[config.mk]
export PLATFORM = sky130hd
export DESIGN_NAME = cw_err_stats
export DESIGN_NICKNAME = d
export VERILOG_FILES = /design/src/rtl/cwstat_pkg.sv /design/src/rtl/cwstat_diff.sv /design/src/rtl/cwstat_accum.sv /design/src/rtl/cwstat_outreg.sv /design/src/rtl/cw_err_stats.sv
export SDC_FILE = /design/constraint.sdc
export NUM_CORES = 1
export LEC_CHECK = 0
export BUFFER_PORTS_ARGS = -buffer_cell sky130_fd_sc_hd__buf_2
export CAP_MARGIN = 20
export CORE_UTILIZATION = 25
export CTS_CLUSTER_DIAMETER = 120
export DETAILED_ROUTE_END_ITERATION = 7
export PLACE_DENSITY_LB_ADDON = 0.25
export SYNTH_ARGS = -nofsm -noshare
export SYNTH_HDL_FRONTEND = slang
export SYNTH_SLANG_ARGS = --single-unit
[constraint.sdc]
create_clock -name clk -period 5.4 [get_ports clk]
set_input_delay 0.27 -clock clk [delete_from_list [all_inputs] [get_ports clk]]
set_output_delay 0.27 -clock clk [all_outputs]
set_load 0.02 [all_outputs]
[src/rtl/cwstat_pkg.sv]
package cwstat_pkg;

    typedef enum logic {
        CNT_FULL  = 1'b0,
        CNT_SPLIT = 1'b1
    } cnt_mode_e;

    // bits needed to hold values 0..v
    function automatic int bits_for(input int v);
        int w;
        w = 1;
        while ((1 << w) <= v) w++;
        return w;
    endfunction

endpackage

[src/rtl/cwstat_diff.sv]
module cwstat_diff
    import cwstat_pkg::*;
#(
    parameter int SYM_W = 8,
    parameter int INC_W = 4
) (
    input  logic [SYM_W-1:0] rx,
    input  logic [SYM_W-1:0] fix,
    input  cnt_mode_e        mode,
    output logic [SYM_W-1:0] err,
    output logic             has_err,
    output logic [INC_W-1:0] inc_a,
    output logic [INC_W-1:0] inc_b
);

    logic [INC_W-1:0] n10;
    logic [INC_W-1:0] n01;

    assign err     = rx ^ fix;
    assign has_err = |err;

    always_comb begin
        n10 = '0;
        n01 = '0;
        for (int i = 0; i < SYM_W; i++) begin
            n10 = n10 + INC_W'(rx[i] & ~fix[i]);
            n01 = n01 + INC_W'(~rx[i] & fix[i]);
        end
    end

    always_comb begin
        if (mode == CNT_SPLIT) begin
            inc_a = n10;
            inc_b = n01;
        end else begin
            inc_a = n10 + n01;
            inc_b = '0;
        end
    end

endmodule

[src/rtl/cwstat_accum.sv]
module cwstat_accum
    import cwstat_pkg::*;
#(
    parameter int INC_W  = 4,
    parameter int SYM_CW = 8,
    parameter int BIT_CW = 11
) (
    input  logic              clk,
    input  logic              rst,
    input  logic              take,
    input  logic              sop,
    input  cnt_mode_e         mode_in,
    input  logic              has_err,
    input  logic [INC_W-1:0]  inc_a,
    input  logic [INC_W-1:0]  inc_b,
    output cnt_mode_e         mode_eff,
    output logic [SYM_CW-1:0] sum_sym,
    output logic [BIT_CW-1:0] sum_a,
    output logic [BIT_CW-1:0] sum_b
);

    cnt_mode_e         mode_q;
    logic [SYM_CW-1:0] acc_sym;
    logic [BIT_CW-1:0] acc_a;
    logic [BIT_CW-1:0] acc_b;

    assign mode_eff = sop ? mode_in : mode_q;

    always_comb begin
        if (sop) begin
            sum_sym = SYM_CW'(has_err);
            sum_a   = BIT_CW'(inc_a);
            sum_b   = BIT_CW'(inc_b);
        end else begin
            sum_sym = acc_sym + SYM_CW'(has_err);
            sum_a   = acc_a + BIT_CW'(inc_a);
            sum_b   = acc_b + BIT_CW'(inc_b);
        end
    end

    always_ff @(posedge clk) begin
        if (rst) begin
            mode_q  <= CNT_FULL;
            acc_sym <= '0;
            acc_a   <= '0;
            acc_b   <= '0;
        end else if (take) begin
            mode_q  <= mode_eff;
            acc_sym <= sum_sym;
            acc_a   <= sum_a;
            acc_b   <= sum_b;
        end
    end


    full_b_zero_chk: assert property (@(posedge clk) disable iff (rst)
        (mode_q == CNT_FULL) |-> (acc_b == '0));


    no_overflow_chk: assert property (@(posedge clk) disable iff (rst)
        (take && !sop) |-> (sum_sym >= acc_sym && sum_a >= acc_a && sum_b >= acc_b));

endmodule

[src/rtl/cwstat_outreg.sv]
module cwstat_outreg #(
    parameter int SYM_W  = 8,
    parameter int SYM_CW = 8,
    parameter int BIT_CW = 11
) (
    input  logic              clk,
    input  logic              rst,
    input  logic              in_valid,
    output logic              ready,
    output logic              take,
    input  logic              sop,
    input  logic              eop,
    input  logic              uncorr,
    input  logic [SYM_W-1:0]  fix,
    input  logic [SYM_W-1:0]  err,
    input  logic [SYM_CW-1:0] sum_sym,
    input  logic [BIT_CW-1:0] sum_a,
    input  logic [BIT_CW-1:0] sum_b,
    input  logic              out_ready,
    output logic              out_valid,
    output logic              out_sop,
    output logic              out_eop,
    output logic              out_uncorr,
    output logic [SYM_W-1:0]  out_data,
    output logic [SYM_W-1:0]  out_err,
    output logic [SYM_CW-1:0] out_sym_cnt,
    output logic [BIT_CW-1:0] out_bits_a,
    output logic [BIT_CW-1:0] out_bits_b
);

    assign ready = !out_valid || out_ready;
    assign take  = in_valid && ready;

    always_ff @(posedge clk) begin
        if (rst) begin
            out_valid   <= 1'b0;
            out_sop     <= 1'b0;
            out_eop     <= 1'b0;
            out_uncorr  <= 1'b0;
            out_data    <= '0;
            out_err     <= '0;
            out_sym_cnt <= '0;
            out_bits_a  <= '0;
            out_bits_b  <= '0;
        end else if (take) begin
            out_valid   <= 1'b1;
            out_sop     <= sop;
            out_eop     <= eop;
            out_uncorr  <= eop & uncorr;
            out_data    <= fix;
            out_err     <= err;
            out_sym_cnt <= eop ? sum_sym : '0;
            out_bits_a  <= eop ? sum_a : '0;
            out_bits_b  <= eop ? sum_b : '0;
        end else if (out_ready) begin
            out_valid   <= 1'b0;
        end
    end


    stall_hold_chk: assert property (@(posedge clk) disable iff (rst)
        (out_valid && !out_ready) |=> (out_valid && $stable(out_data) && $stable(out_err)
            && $stable(out_eop) && $stable(out_sym_cnt) && $stable(out_bits_a)));


    stats_zero_chk: assert property (@(posedge clk) disable iff (rst)
        (out_valid && !out_eop) |-> (out_sym_cnt == '0 && out_bits_a == '0 && out_bits_b == '0));


    uncorr_last_chk: assert property (@(posedge clk) disable iff (rst)
        (out_valid && !out_eop) |-> !out_uncorr);


    bits_bound_chk: assert property (@(posedge clk) disable iff (rst)
        out_valid |-> ((int'(out_bits_a) + int'(out_bits_b)) <= SYM_W * int'(out_sym_cnt)));

endmodule

[src/rtl/cw_err_stats.sv]
module cw_err_stats
    import cwstat_pkg::*;
#(
    parameter int SYM_W = 8,
    parameter int MAX_N = 255,
    localparam int INC_W  = bits_for(SYM_W),
    localparam int SYM_CW = bits_for(MAX_N),
    localparam int BIT_CW = bits_for(SYM_W * MAX_N)
) (
    input  logic              clk,
    input  logic              rst,
    input  logic              mode_split,
    input  logic              in_valid,
    output logic              in_ready,
    input  logic              in_sop,
    input  logic              in_eop,
    input  logic [SYM_W-1:0]  in_rx,
    input  logic [SYM_W-1:0]  in_fix,
    input  logic              in_uncorr,
    output logic              out_valid,
    input  logic              out_ready,
    output logic              out_sop,
    output logic              out_eop,
    output logic [SYM_W-1:0]  out_data,
    output logic [SYM_W-1:0]  out_err,
    output logic              out_uncorr,
    output logic [SYM_CW-1:0] out_sym_cnt,
    output logic [BIT_CW-1:0] out_bits_a,
    output logic [BIT_CW-1:0] out_bits_b
);

    cnt_mode_e         mode_in;
    cnt_mode_e         mode_eff;
    logic [SYM_W-1:0]  err;
    logic              has_err;
    logic [INC_W-1:0]  inc_a;
    logic [INC_W-1:0]  inc_b;
    logic [SYM_CW-1:0] sum_sym;
    logic [BIT_CW-1:0] sum_a;
    logic [BIT_CW-1:0] sum_b;
    logic              take;

    assign mode_in = mode_split ? CNT_SPLIT : CNT_FULL;

    cwstat_diff #(.SYM_W(SYM_W), .INC_W(INC_W)) u_diff (
        .rx(in_rx), .fix(in_fix), .mode(mode_eff),
        .err(err), .has_err(has_err), .inc_a(inc_a), .inc_b(inc_b)
    );

    cwstat_accum #(.INC_W(INC_W), .SYM_CW(SYM_CW), .BIT_CW(BIT_CW)) u_accum (
        .clk(clk), .rst(rst), .take(take), .sop(in_sop), .mode_in(mode_in),
        .has_err(has_err), .inc_a(inc_a), .inc_b(inc_b), .mode_eff(mode_eff),
        .sum_sym(sum_sym), .sum_a(sum_a), .sum_b(sum_b)
    );

    cwstat_outreg #(.SYM_W(SYM_W), .SYM_CW(SYM_CW), .BIT_CW(BIT_CW)) u_out (
        .clk(clk), .rst(rst), .in_valid(in_valid), .ready(in_ready), .take(take),
        .sop(in_sop), .eop(in_eop), .uncorr(in_uncorr), .fix(in_fix), .err(err),
        .sum_sym(sum_sym), .sum_a(sum_a), .sum_b(sum_b), .out_ready(out_ready),
        .out_valid(out_valid), .out_sop(out_sop), .out_eop(out_eop),
        .out_uncorr(out_uncorr), .out_data(out_data), .out_err(out_err),
        .out_sym_cnt(out_sym_cnt), .out_bits_a(out_bits_a), .out_bits_b(out_bits_b)
    );

endmodule

==> impl_metrics.tcl, run 1 <==
set metrics [dict create \
    fin_crit_ns 5.062 \
    detail_route.vias_per_cell 4.583 \
    grt_max_degree 70 \
    clk_pin_slew_ns 0.07 \
    ir_worst_vdd_uv 145.9 \
    yosysSeqAreaShare_pct 35.89 \
    core-area_mm2 0.01748 \
    layout.nets 672 \
    skew_ns 0.01030 \
    drive_gt1_share_pct 19.11 \
    fillCellCount 1854 \
    area_growth_syn_to_layout_pct 19.63 \
    vias 3813 \
    ys_seq_elements 81 \
    min_to "u_out.out_data[0]" \
    slew-limit-headroom_pct 45.10 \
    die_y_um 136.4 \
    status "finished clean" \
    rrSetupSlack_ns 2.80 \
    ff2ff_path_depth 11 \
    grt_pass1_wl_um 18880 \
    stdcell_count 832 \
    setup_ws_ns 0.3383 \
    dieWidth_um 136.4 \
    clk_path_buf_depth 2 \
    first_global_vias 3696 \
    clock-sinks 81 \
    syn_avg_cell_area_um2 8.367 \
    max_freq_mhz 197.6 \
    total_power_mw 1.698 \
    async_reset_ff_share_pct 0 \
    ios 75 \
    cts_tree "built" \
    rr_endpoint "u_accum.acc_a[8]" \
    endpoint_kind "register" \
    regToRegStartpoint "u_accum.mode_q" \
    min_path_cells 3 \
    postSynthCellCount 540 \
    cp.arrival_ns 5.33 \
    antenna_found_initial 0 \
    grt_use_total_pct 13.10 \
    slew_violations 0 \
    worstPathRequired_ns 5.67 \
    tightest_slew_ns 0.8234 \
    crit_fanout 5 \
    antenna_left 0 \
    io_buffers 74 \
    place_congestion 0.7769 \
    diodes 0 \
    power_density_mw_per_mm2 314.1 \
    post-place-cells 816 \
    dp_slack_ns -0.02355 \
    synth_warnings 0 \
    drtPass1Iterations 4 \
    finalSetupViolations 0 \
    hold_viol_final 0 \
    grt_overflow 0 \
    rsz0062_at_grt "no" \
    dp_hpwl_um 8168 \
    h-tree-depth 3 \
    maxCapViolCount 0 \
    drc 0 \
    initial_core_util_pct 25.85 \
    post_cts_buffers 0 \
    synth_area_mm2 0.004518 \
    holdCritStartpoint "in_fix[0]" \
    drtIter0Drc 163 \
    clockRootBuffer "clkbuf_16" \
    ys.flop_type "dfxtp_1" \
    timing.final.crit_share_pct 93.73 \
    synth_edf_count 0 \
    fp.dieArea_mm2 0.01861 \
    routed_wl_um 11480 \
    hp-class "input pin to register" \
    worst-setup-path-type "input pin to register" \
    cp-start-kind "input pin" \
    insertion_delay_ns 0.34 \
    synth.distinct_cells 53 \
    core.rowCount 48 \
    routedWlPerCell_um 13.80 \
    syn-num-nets 610 \
    leakagePower_nw 2.403 \
    cts_made_buffers 9 \
]
[metrics by stage]
step | setup TNS (ns) | hold slack (ns) | util (%) | instance area (um2)
floorplan | 0 | 0.3995 | - | 4518
global placement | 0 | 0.4406 | 29.13 | 5091
detailed placement | -0.04535 | 0.4376 | 29.13 | 5091
CTS | 0 | 0.1808 | 30.87 | 5395
global route | 0 | 0.1924 | 30.93 | 5405
finish | 0 | 0.1936 | 30.93 | 5405
[registers in the layout, summed over array words and instances (netlist names), 8 cells and up]
register / count
u_accum.acc_sym: 8
u_accum.acc_a: 11
u_out.out_bits_b: 11
u_accum.acc_b: 11
u_out.out_bits_a: 11
u_out.out_err: 8
u_out.out_sym_cnt: 8
u_out.out_data: 8
[per-layer routing]
layer / part of all wire (%) / vias up / wire [um] / GRT usage, %
li1: - / 1935 / - / -
met1: 47 / 1806 / 5396 / 16.38
met2: 49 / 64 / 5677 / 22.67
met3: 2.5 / 8 / 289 / 2.163
met4: 1.0 / 0 / 115 / 4.259
met5: 0 / - / 0 / 0
[critical path, stage by stage]
cell and delay (ns):
buf_2 0.09, inv_1 0.04, ha_1 0.20, fa_1 0.54, inv_1 0.05, fa_1 0.49, fa_1 0.42, inv_1 0.06
ha_1 0.16, inv_1 0.06, fa_2 0.57, inv_1 0.07, ha_1 0.29, a21o_1 0.18, a21oi_1 0.17, xor2_1 0.19
nand2_1 0.09, xor2_1 0.16, ha_1 0.33, o21ai_2 0.09, a21oi_4 0.21, nand3_1 0.14, or3_1 0.33, a21oi_1 0.12
[area by class of cell]
| type | instances | area, um2 | share of cell area, % |
|---|---|---|---|
| Clock buffer | 9 | 225.2 | 4.167 |
| Inverter | 48 | 180.2 | 3.333 |
| Multi-Input combinational cell | 382 | 2603 | 48.15 |
| Tap cell | 225 | 281.5 | 5.208 |
| Clock inverter | 7 | 78.83 | 1.458 |
| Timing Repair Buffer | 80 | 415.4 | 7.685 |
| Sequential cell | 81 | 1622 | 30.00 |
[worst max path at each step]
stage               slack [ns]  depth (start not counted)     start              endpoint
global placement          0.06                         24  in_rx[0]  u_out.out_bits_a[10]
CTS                       0.33                         24  in_rx[0]      u_accum.acc_a[7]
floorplan                 0.31                         23  in_rx[0]      u_accum.acc_a[9]
detailed placement       -0.02                         24  in_rx[0]      u_accum.acc_a[7]
global route              0.01                         24  in_rx[1]      u_accum.acc_a[9]
finish                    0.34                         24  in_rx[0]      u_accum.acc_a[7]
[cells by family after synthesis]
| logic type | count (synthesis) | synth area share (%) |
|---|---|---|
| compound gates | 111 | 15.67 |
| xor+xnor | 33 | 6.397 |
| fa+ha+maj | 46 | 14.57 |
| buf+inv | 77 | 6.785 |
| flops | 81 | 35.89 |
| mux | 8 | 2.243 |
| simple gates | 184 | 18.44 |
[timing repair]
action / 4_1_cts / 5_1_grt
hold buffers: 0 / 0
gates resized for setup: 0 / 3
setup endpoints to repair: 0 / 5
[synthesized netlist by cell type (2+ instances only)]
| cell type | number | area [um2] |
|---|---|---|
| dfxtp_1 | 81 | 1622 |
| nand2_1 | 67 | 251.5 |
| nor2_1 | 61 | 229.0 |
| inv_1 | 48 | 180.2 |
| a21oi_1 | 41 | 205.2 |
| ha_1 | 35 | 437.9 |
| a22oi_1 | 17 | 127.6 |
| xor2_1 | 17 | 148.9 |
| nand3_1 | 16 | 80.08 |
| xnor2_1 | 16 | 140.1 |
| o21ai_0 | 15 | 75.07 |
| a211oi_1 | 13 | 97.59 |
| clkbuf_1 | 13 | 48.80 |
| buf_2 | 11 | 55.05 |
| fa_1 | 11 | 220.2 |
| and3_1 | 9 | 56.30 |
| a21o_1 | 6 | 45.04 |
| buf_1 | 4 | 15.01 |
| nand3b_1 | 4 | 30.03 |
| nor2b_1 | 4 | 25.02 |
| nor3_1 | 4 | 20.02 |
| a31oi_1 | 3 | 18.77 |
| mux2_2 | 3 | 33.78 |
| mux2i_1 | 3 | 30.03 |
| nand4_1 | 3 | 18.77 |
| or2_2 | 3 | 18.77 |
| or3_1 | 3 | 18.77 |
| a2bb2oi_1 | 2 | 17.52 |
| a311oi_1 | 2 | 17.52 |
| o22ai_1 | 2 | 12.51 |
[where the power goes]
group	internal (mW)	total [mW]	switching [mW]
combinational	0.176	0.426	0.250
clock	0.362	0.631	0.269
sequential	0.625	0.640	0.0159
[cells in the final DEF (no fill, tap or decap), types with 2 or more instances in the layout]
master,count
a211oi_1,12
a21o_1,6
a21oi_1,41
a22oi_1,17
a2bb2oi_1,2
a311oi_1,2
a31oi_1,3
and3_1,9
buf_2,74
buf_4,6
clkbuf_16,9
clkinv_4,2
clkinvlp_4,3
dfxtp_1,81
fa_1,10
ha_1,35
inv_1,48
mux2_2,3
mux2i_1,3
nand2_1,65
nand2_2,3
nand3_1,16
nand3b_1,4
nand4_1,3
nor2_1,61
nor2b_1,4
nor3_1,4
o21ai_0,15
o22ai_1,2
or2_2,3
or3_1,3
xnor2_1,16
xor2_1,17
Power figures use the tool's default switching activity.
==> inputs of run 2 (changes only) <==
- CORE_UTILIZATION: 25 -> 45
- SYNTH_HIERARCHICAL: not set -> 1
- clock period: 5.4 -> 5.7 ns (I/O delays scaled with it)
==> run 2 against run 1 <==
Compared with the run above: core utilization rose by 21 points; area after synthesis is 12% higher; cell count decreased by 3.2%; clock skew about the same; flip-flop and latch count did not move; worst hold slack worse by 0.0064 ns; critical path depth is 3 lower; wire length is 13% higher; sequential share of layout area fell by 1.1 points; register-to-register slack better by 0.10 ns; worst setup slack better by 0.038 ns; largest cell class unchanged; largest power group unchanged.
==> impl_metrics.tcl, run 2 <==
set metrics [dict create \
    layout.nets 730 \
    fin_tns_setup_ns 0 \
    drive_gt1_share_pct 19.25 \
    whs_ns 0.1872 \
    critPathMaxStageDelay_ns 0.55 \
    yosysTopAreaCellShare_pct 32.18 \
    insertion_delay_ns 0.38 \
    initial_core_util_pct 46.28 \
    power_density_mw_per_mm2 273.8 \
    fp.dieArea_mm2 0.01162 \
    core-area_mm2 0.01089 \
    yosysSeqAreaShare_pct 32.18 \
    syn_avg_cell_area_um2 8.101 \
    regToRegStartpoint "u_accum/mode_q" \
    clock-sinks 81 \
    crit_chain "buf_2 -> inv_1 -> ha_1 -> fa_1 -> inv_1 -> fa_1 -> inv_1 -> fa_1 -> ha_1 -> fa_1 -> inv_1 -> fa_1 -> o21ai_0 -> inv_1 -> fa_1 -> nand2b_1 -> a21oi_2 -> nand4_1 -> a21oi_1 -> nand4_1 -> a21oi_1" \
    place_congestion 0.7995 \
    min_to "u_out/out_data[5]" \
    clk_path_buf_depth 2 \
    synth.distinct_cells 54 \
    drtPass1Iterations 5 \
    cpMostUsedCell "fa_1" \
    postSynthCellCount 622 \
    worstPathRequired_ns 6.01 \
    yosys.cell_count.top_type "dfxtp_1" \
    async_reset_ff_share_pct 0 \
    finalSetupViolations 0 \
    status "finished clean" \
    maxCapViolCount 0 \
    skew_ns 0.01047 \
    rsz0062_at_grt "no" \
    holdCritStartpoint "in_fix[5]" \
    crit_buf_inv 6 \
    drc 0 \
    endpoint_kind "register" \
    synth_common_cells "dfxtp_1 (81), inv_1 (56), a21oi_1 (55)" \
    detail_route.vias_per_cell 5.742 \
    cp.arrival_ns 5.63 \
    crit_fanout 7 \
    grt_pass1_wl_um 21380 \
    area_growth_syn_to_layout_pct 11.20 \
    cts_made_buffers 9 \
    max_freq_mhz 187.8 \
    post_cts_buffers 0 \
    ys_seq_elements 81 \
    clockRootBuffer "clkbuf_8" \
    final_cell_mix "dfxtp_1 (81), buf_2 (74), inv_1 (56), a21oi_1 (55), o21ai_0 (52)" \
    ir_worst_vdd_uv 236.6 \
    core.rowCount 38 \
    antenna_found_initial 0 \
    rrSetupSlack_ns 2.90 \
    synth_top_cell_by_area "dfxtp_1" \
    routed_wl_um 12980 \
    hp-class "input pin to register" \
    critical_path.slowest_cell "fa_1" \
    die_y_um 107.8 \
    slew-limit-headroom_pct 28.93 \
    synth_area_mm2 0.005039 \
    worst-setup-path-type "input pin to register" \
    cp_top_family "adder cells" \
    grt_overflow 0 \
    h-tree-depth 3 \
    vias 4622 \
    cts_hold_buf 0 \
    cp-start-kind "input pin" \
    synth_warnings 6 \
    synth_area_leaders "dfxtp_1 (32%), ha_1 (8.7%), a21oi_1 (5.5%), o21ai_0 (5.2%), nand4_1 (4.7%)" \
    clk_pin_slew_ns 0.10 \
    grt_max_degree 88 \
    layout.cells.most_common "dfxtp_1" \
    cp.depth 21 \
    hold_viol_final 0 \
    synth_edf_count 0 \
    slew_violations 0 \
    drtIter0Drc 282 \
    ios 75 \
    syn-num-nets 692 \
    dp_hpwl_um 8432 \
    diodes 0 \
    min_path_cells 3 \
    leakagePower_nw 2.388 \
    rr_endpoint "u_out/out_bits_a[10]" \
    io_buffers 74 \
    ys.flop_type "dfxtp_1" \
    first_global_vias 4385 \
    tightest_slew_ns 1.064 \
    timing.final.crit_share_pct 93.40 \
    ff2ff_path_depth 11 \
    grt_use_total_pct 23.39 \
    routedWlPerCell_um 16.12 \
    cts_tree "built" \
    dieWidth_um 107.8 \
    fin_crit_ns 5.324 \
    antenna_left 0 \
    cts_resized 0 \
]
[run 2: changes by cell type after synthesis, sizes merged, moves of 17 or more]
cell	change
buf	+21
a22oi	-17
nand3	+18
nand4	+36
nand2	-38
o21ai	+43
[run 2: worst max path at each step]
stage,startpoint,to
after detailed placement,in_fix[0],u_out/out_bits_a[10]
after CTS,in_fix[0],u_out/out_bits_a[10]
final,in_fix[0],u_out/out_bits_a[10]
after floorplan,in_rx[7],u_out/out_bits_a[10]
after global routing,in_rx[7],u_out/out_bits_a[10]
after global placement,in_rx[7],u_out/out_bits_a[10]
[run 2: cell families after synthesis]
group / Yosys count / synth area share [%]
AND/OR/NAND/NOR: 190 / 19.20
adder cells (fa/ha/maj): 46 / 13.06
buffers and inverters: 110 / 9.411
flip-flops: 81 / 32.18
AO/OA/AOI/OAI: 167 / 20.91
XOR/XNOR: 18 / 3.129
multiplexers: 10 / 2.111
[run 2: worst register-to-register path, stage by stage (launching register included)]
cell      delay (ns)
dfxtp_1         0.32
mux2_2          0.36
mux2_2          0.28
ha_1            0.19
inv_1           0.06
fa_1            0.39
nand2b_1        0.23
a21oi_2         0.34
nand4_1         0.14
a21oi_1         0.15
nand4_1         0.10
a21oi_1         0.18
[run 2: area by class of cell]
cell class | count | area, um2
multi-input combinational | 431 | 2945
sequential | 81 | 1622
clock inverter | 6 | 97.59
timing repair buffer | 79 | 407.9
tap | 140 | 175.2
inverter | 58 | 217.7
fill | 1064 | 5285
clock buffer | 10 | 137.6
[run 2: power breakdown]
part / internal (mW) / total, mW / leakage [nW] / switching, mW
clock: 0.266 / 0.502 / 0.119 / 0.237
sequential: 0.590 / 0.602 / 0.658 / 0.0121
combinational: 0.162 / 0.430 / 1.61 / 0.267
total: 1.02 / 1.53 / 2.39 / 0.516
[run 2: metal layers]
layer  global-route usage (%)  up-vias  routed length [um]  part of all wire, %
li1                         -     2257                   -                    -
met1                    30.20     2216                5739                   44
met2                    39.19      129                6352                   49
met3                    4.661       20                 723                  5.6
met4                    6.947        0                 161                  1.2
met5                        0        -                   0                    0
[run 2: through the flow]
| step | total power, mW | instances | utilization (%) | worst slack (ns) | cell area, um2 |
|---|---|---|---|---|---|
| after detailed placement | 1.042 | 789 | 49.30 | 0.008935 | 5368 |
| after global routing | 1.622 | 805 | 51.46 | 0.04490 | 5603 |
| after floorplan | 0.9309 | 622 | - | 0.5086 | 5039 |
| after CTS | 1.545 | 805 | 51.46 | 0.3930 | 5603 |
| after global placement | 1.026 | 789 | 49.30 | 0.1150 | 5368 |
| final | 1.534 | 805 | 51.46 | 0.3761 | 5603 |
==> inputs of run 3 (changes only) <==
- SYNTH_HIERARCHICAL: 1 -> not set
==> run 3 against run 2 <==
Compared with the run above: core utilization up 1.5 points; power shrank 2.6%; via count fell by 18%; worst setup slack gained 0.13 ns; register-to-register slack improved by 0.05 ns; global-route usage shrank 1.8 points; die area shrank 10%; count of clock-buffer cells in the layout rose by 1; clock power is 3% lower.
==> impl_metrics.tcl, run 3 (same netlist as run 1, synthesis figures left out) <==
set metrics [dict create \
    clk_path_buf_depth 2 \
    antenna_found_initial 0 \
    cp-start-kind "input pin" \
    dieWidth_um 102.2 \
    timing.final.crit_share_pct 91.14 \
    drtPass1Iterations 4 \
    crit_fanout 3 \
    clk_pin_slew_ns 0.09 \
    skew_ns 0.01122 \
    slew_violations 0 \
    tightest_slew_ns 0.8235 \
    cts_tree "built" \
    first_global_vias 3623 \
    cp.arrival_ns 5.48 \
    fin_util_pct 52.94 \
    grt_overflow 0 \
    core.rowCount 36 \
    routed_wl_um 10500 \
    cp_top_family "adder cells" \
    hold_viol_final 0 \
    ir_worst_vdd_uv 129.2 \
    clockRootBuffer "clkbuf_8" \
    antenna_left 0 \
    area_growth_syn_to_layout_pct 14.54 \
    dp_hpwl_um 7350 \
    die_y_um 102.2 \
    crit_chain "buf_2 -> inv_1 -> ha_1 -> fa_1 -> inv_1 -> fa_1 -> fa_1 -> inv_1 -> ha_1 -> inv_1 -> fa_1 -> inv_1 -> ha_1 -> a21o_1 -> a21oi_1 -> xor2_1 -> nand2_1 -> xor2_1 -> ha_1 -> o21ai_1 -> a211oi_1 -> xor2_1 -> nand3_1 -> a21oi_1" \
    rsz0062_at_grt "no" \
    layout.nets 668 \
    drc 0 \
    critical_path.slowest_cell "fa_1" \
    ios 75 \
    insertion_delay_ns 0.36 \
    core-area_mm2 0.009774 \
    initial_core_util_pct 46.22 \
    routedWlPerCell_um 14.27 \
    detail_route.vias_per_cell 5.140 \
    layout.cells.most_common "dfxtp_1" \
    worst-setup-path-type "input pin to register" \
    h-tree-depth 3 \
    crit_buf_inv 6 \
    grt_pass1_wl_um 17430 \
    cpMostUsedCell "inv_1" \
    io_buffers 74 \
    status "finished clean" \
    finalSetupViolations 0 \
    fp.dieArea_mm2 0.01044 \
    maxCapViolCount 0 \
    fin_crit_ns 5.195 \
    final_cell_mix "dfxtp_1 (81), buf_2 (74), nand2_1 (66), nor2_1 (61), inv_1 (48)" \
    worstPathRequired_ns 5.98 \
    cts_resized 0 \
    grt_max_degree 70 \
    leakagePower_nw 2.359 \
    max_freq_mhz 192.5 \
    slew-limit-headroom_pct 45.10 \
    post_cts_buffers 0 \
    drive_gt1_share_pct 17.91 \
    clock-sinks 81 \
    drtIter0Drc 150 \
    endpoint_kind "register" \
    hp-class "input pin to register" \
    cts_made_buffers 9 \
    fin_tns_setup_ns 0 \
    place_congestion 0.8363 \
    power_density_mw_per_mm2 288.8 \
    vias 3783 \
    diodes 0 \
    cts_hold_buf 0 \
    grt_use_total_pct 21.62 \
    critPathMaxStageDelay_ns 0.56 \
]
==> run 3: metrics by stage <==
| stage | instances | area [um2] | hold slack (ns) | worst slack, ns | power (mW) |
|---|---|---|---|---|---|
| detailed placement | 720 | 4946 | 0.4390 | 0.1974 | 1.015 |
| finish | 736 | 5175 | 0.1917 | 0.5049 | 1.495 |
| CTS | 736 | 5175 | 0.1766 | 0.5584 | 1.504 |
| floorplan | 540 | 4518 | 0.4145 | 0.5949 | 0.9184 |
| global route | 736 | 5175 | 0.1814 | 0.1728 | 1.583 |
| global placement | 720 | 4946 | 0.4320 | 0.3230 | 1.001 |
==> run 3: tightest hold or removal path: stages <==
cell	delay, ns
buf_2	0.12
nand2_1	0.05
a21oi_1	0.05
==> run 3: cell type report <==
cell class | instances | area, um2
Fill cell | 943 | 4599
Sequential cell | 81 | 1622
Clock buffer | 11 | 141.4
Inverter | 48 | 180.2
Multi-Input combinational cell | 382 | 2592
Tap cell | 133 | 166.4
Clock inverter | 5 | 87.58
Timing Repair Buffer | 76 | 385.4
==> run 3: per-layer routing <==
metal | up-vias | share of wire, % | global-route usage, %
met5 | - | 0 | 0
met4 | 0 | 1.6 | 6.813
met3 | 18 | 3.1 | 4.036
met2 | 61 | 47 | 34.80
met1 | 1774 | 48 | 29.36
li1 | 1930 | - | -
==> run 3: worst paths after layout <==
check / start / end / slack (ns) / cells after the start
max: in_fix[0] / u_accum.acc_a[10] / 0.50 / 24
min: in_fix[7] / u_out.out_data[7] / 0.19 / 3
max reg2reg: u_accum.mode_q / u_out.out_bits_b[8] / 2.95 / 10
min reg2reg: u_out.out_uncorr / u_out.out_uncorr / 0.45 / 2
==> run 3: power breakdown <==
| group | switching, mW | total (mW) | internal [mW] |
|---|---|---|---|
| sequential | 0.0152 | 0.606 | 0.591 |
| clock | 0.225 | 0.488 | 0.263 |
| combinational | 0.237 | 0.400 | 0.163 |
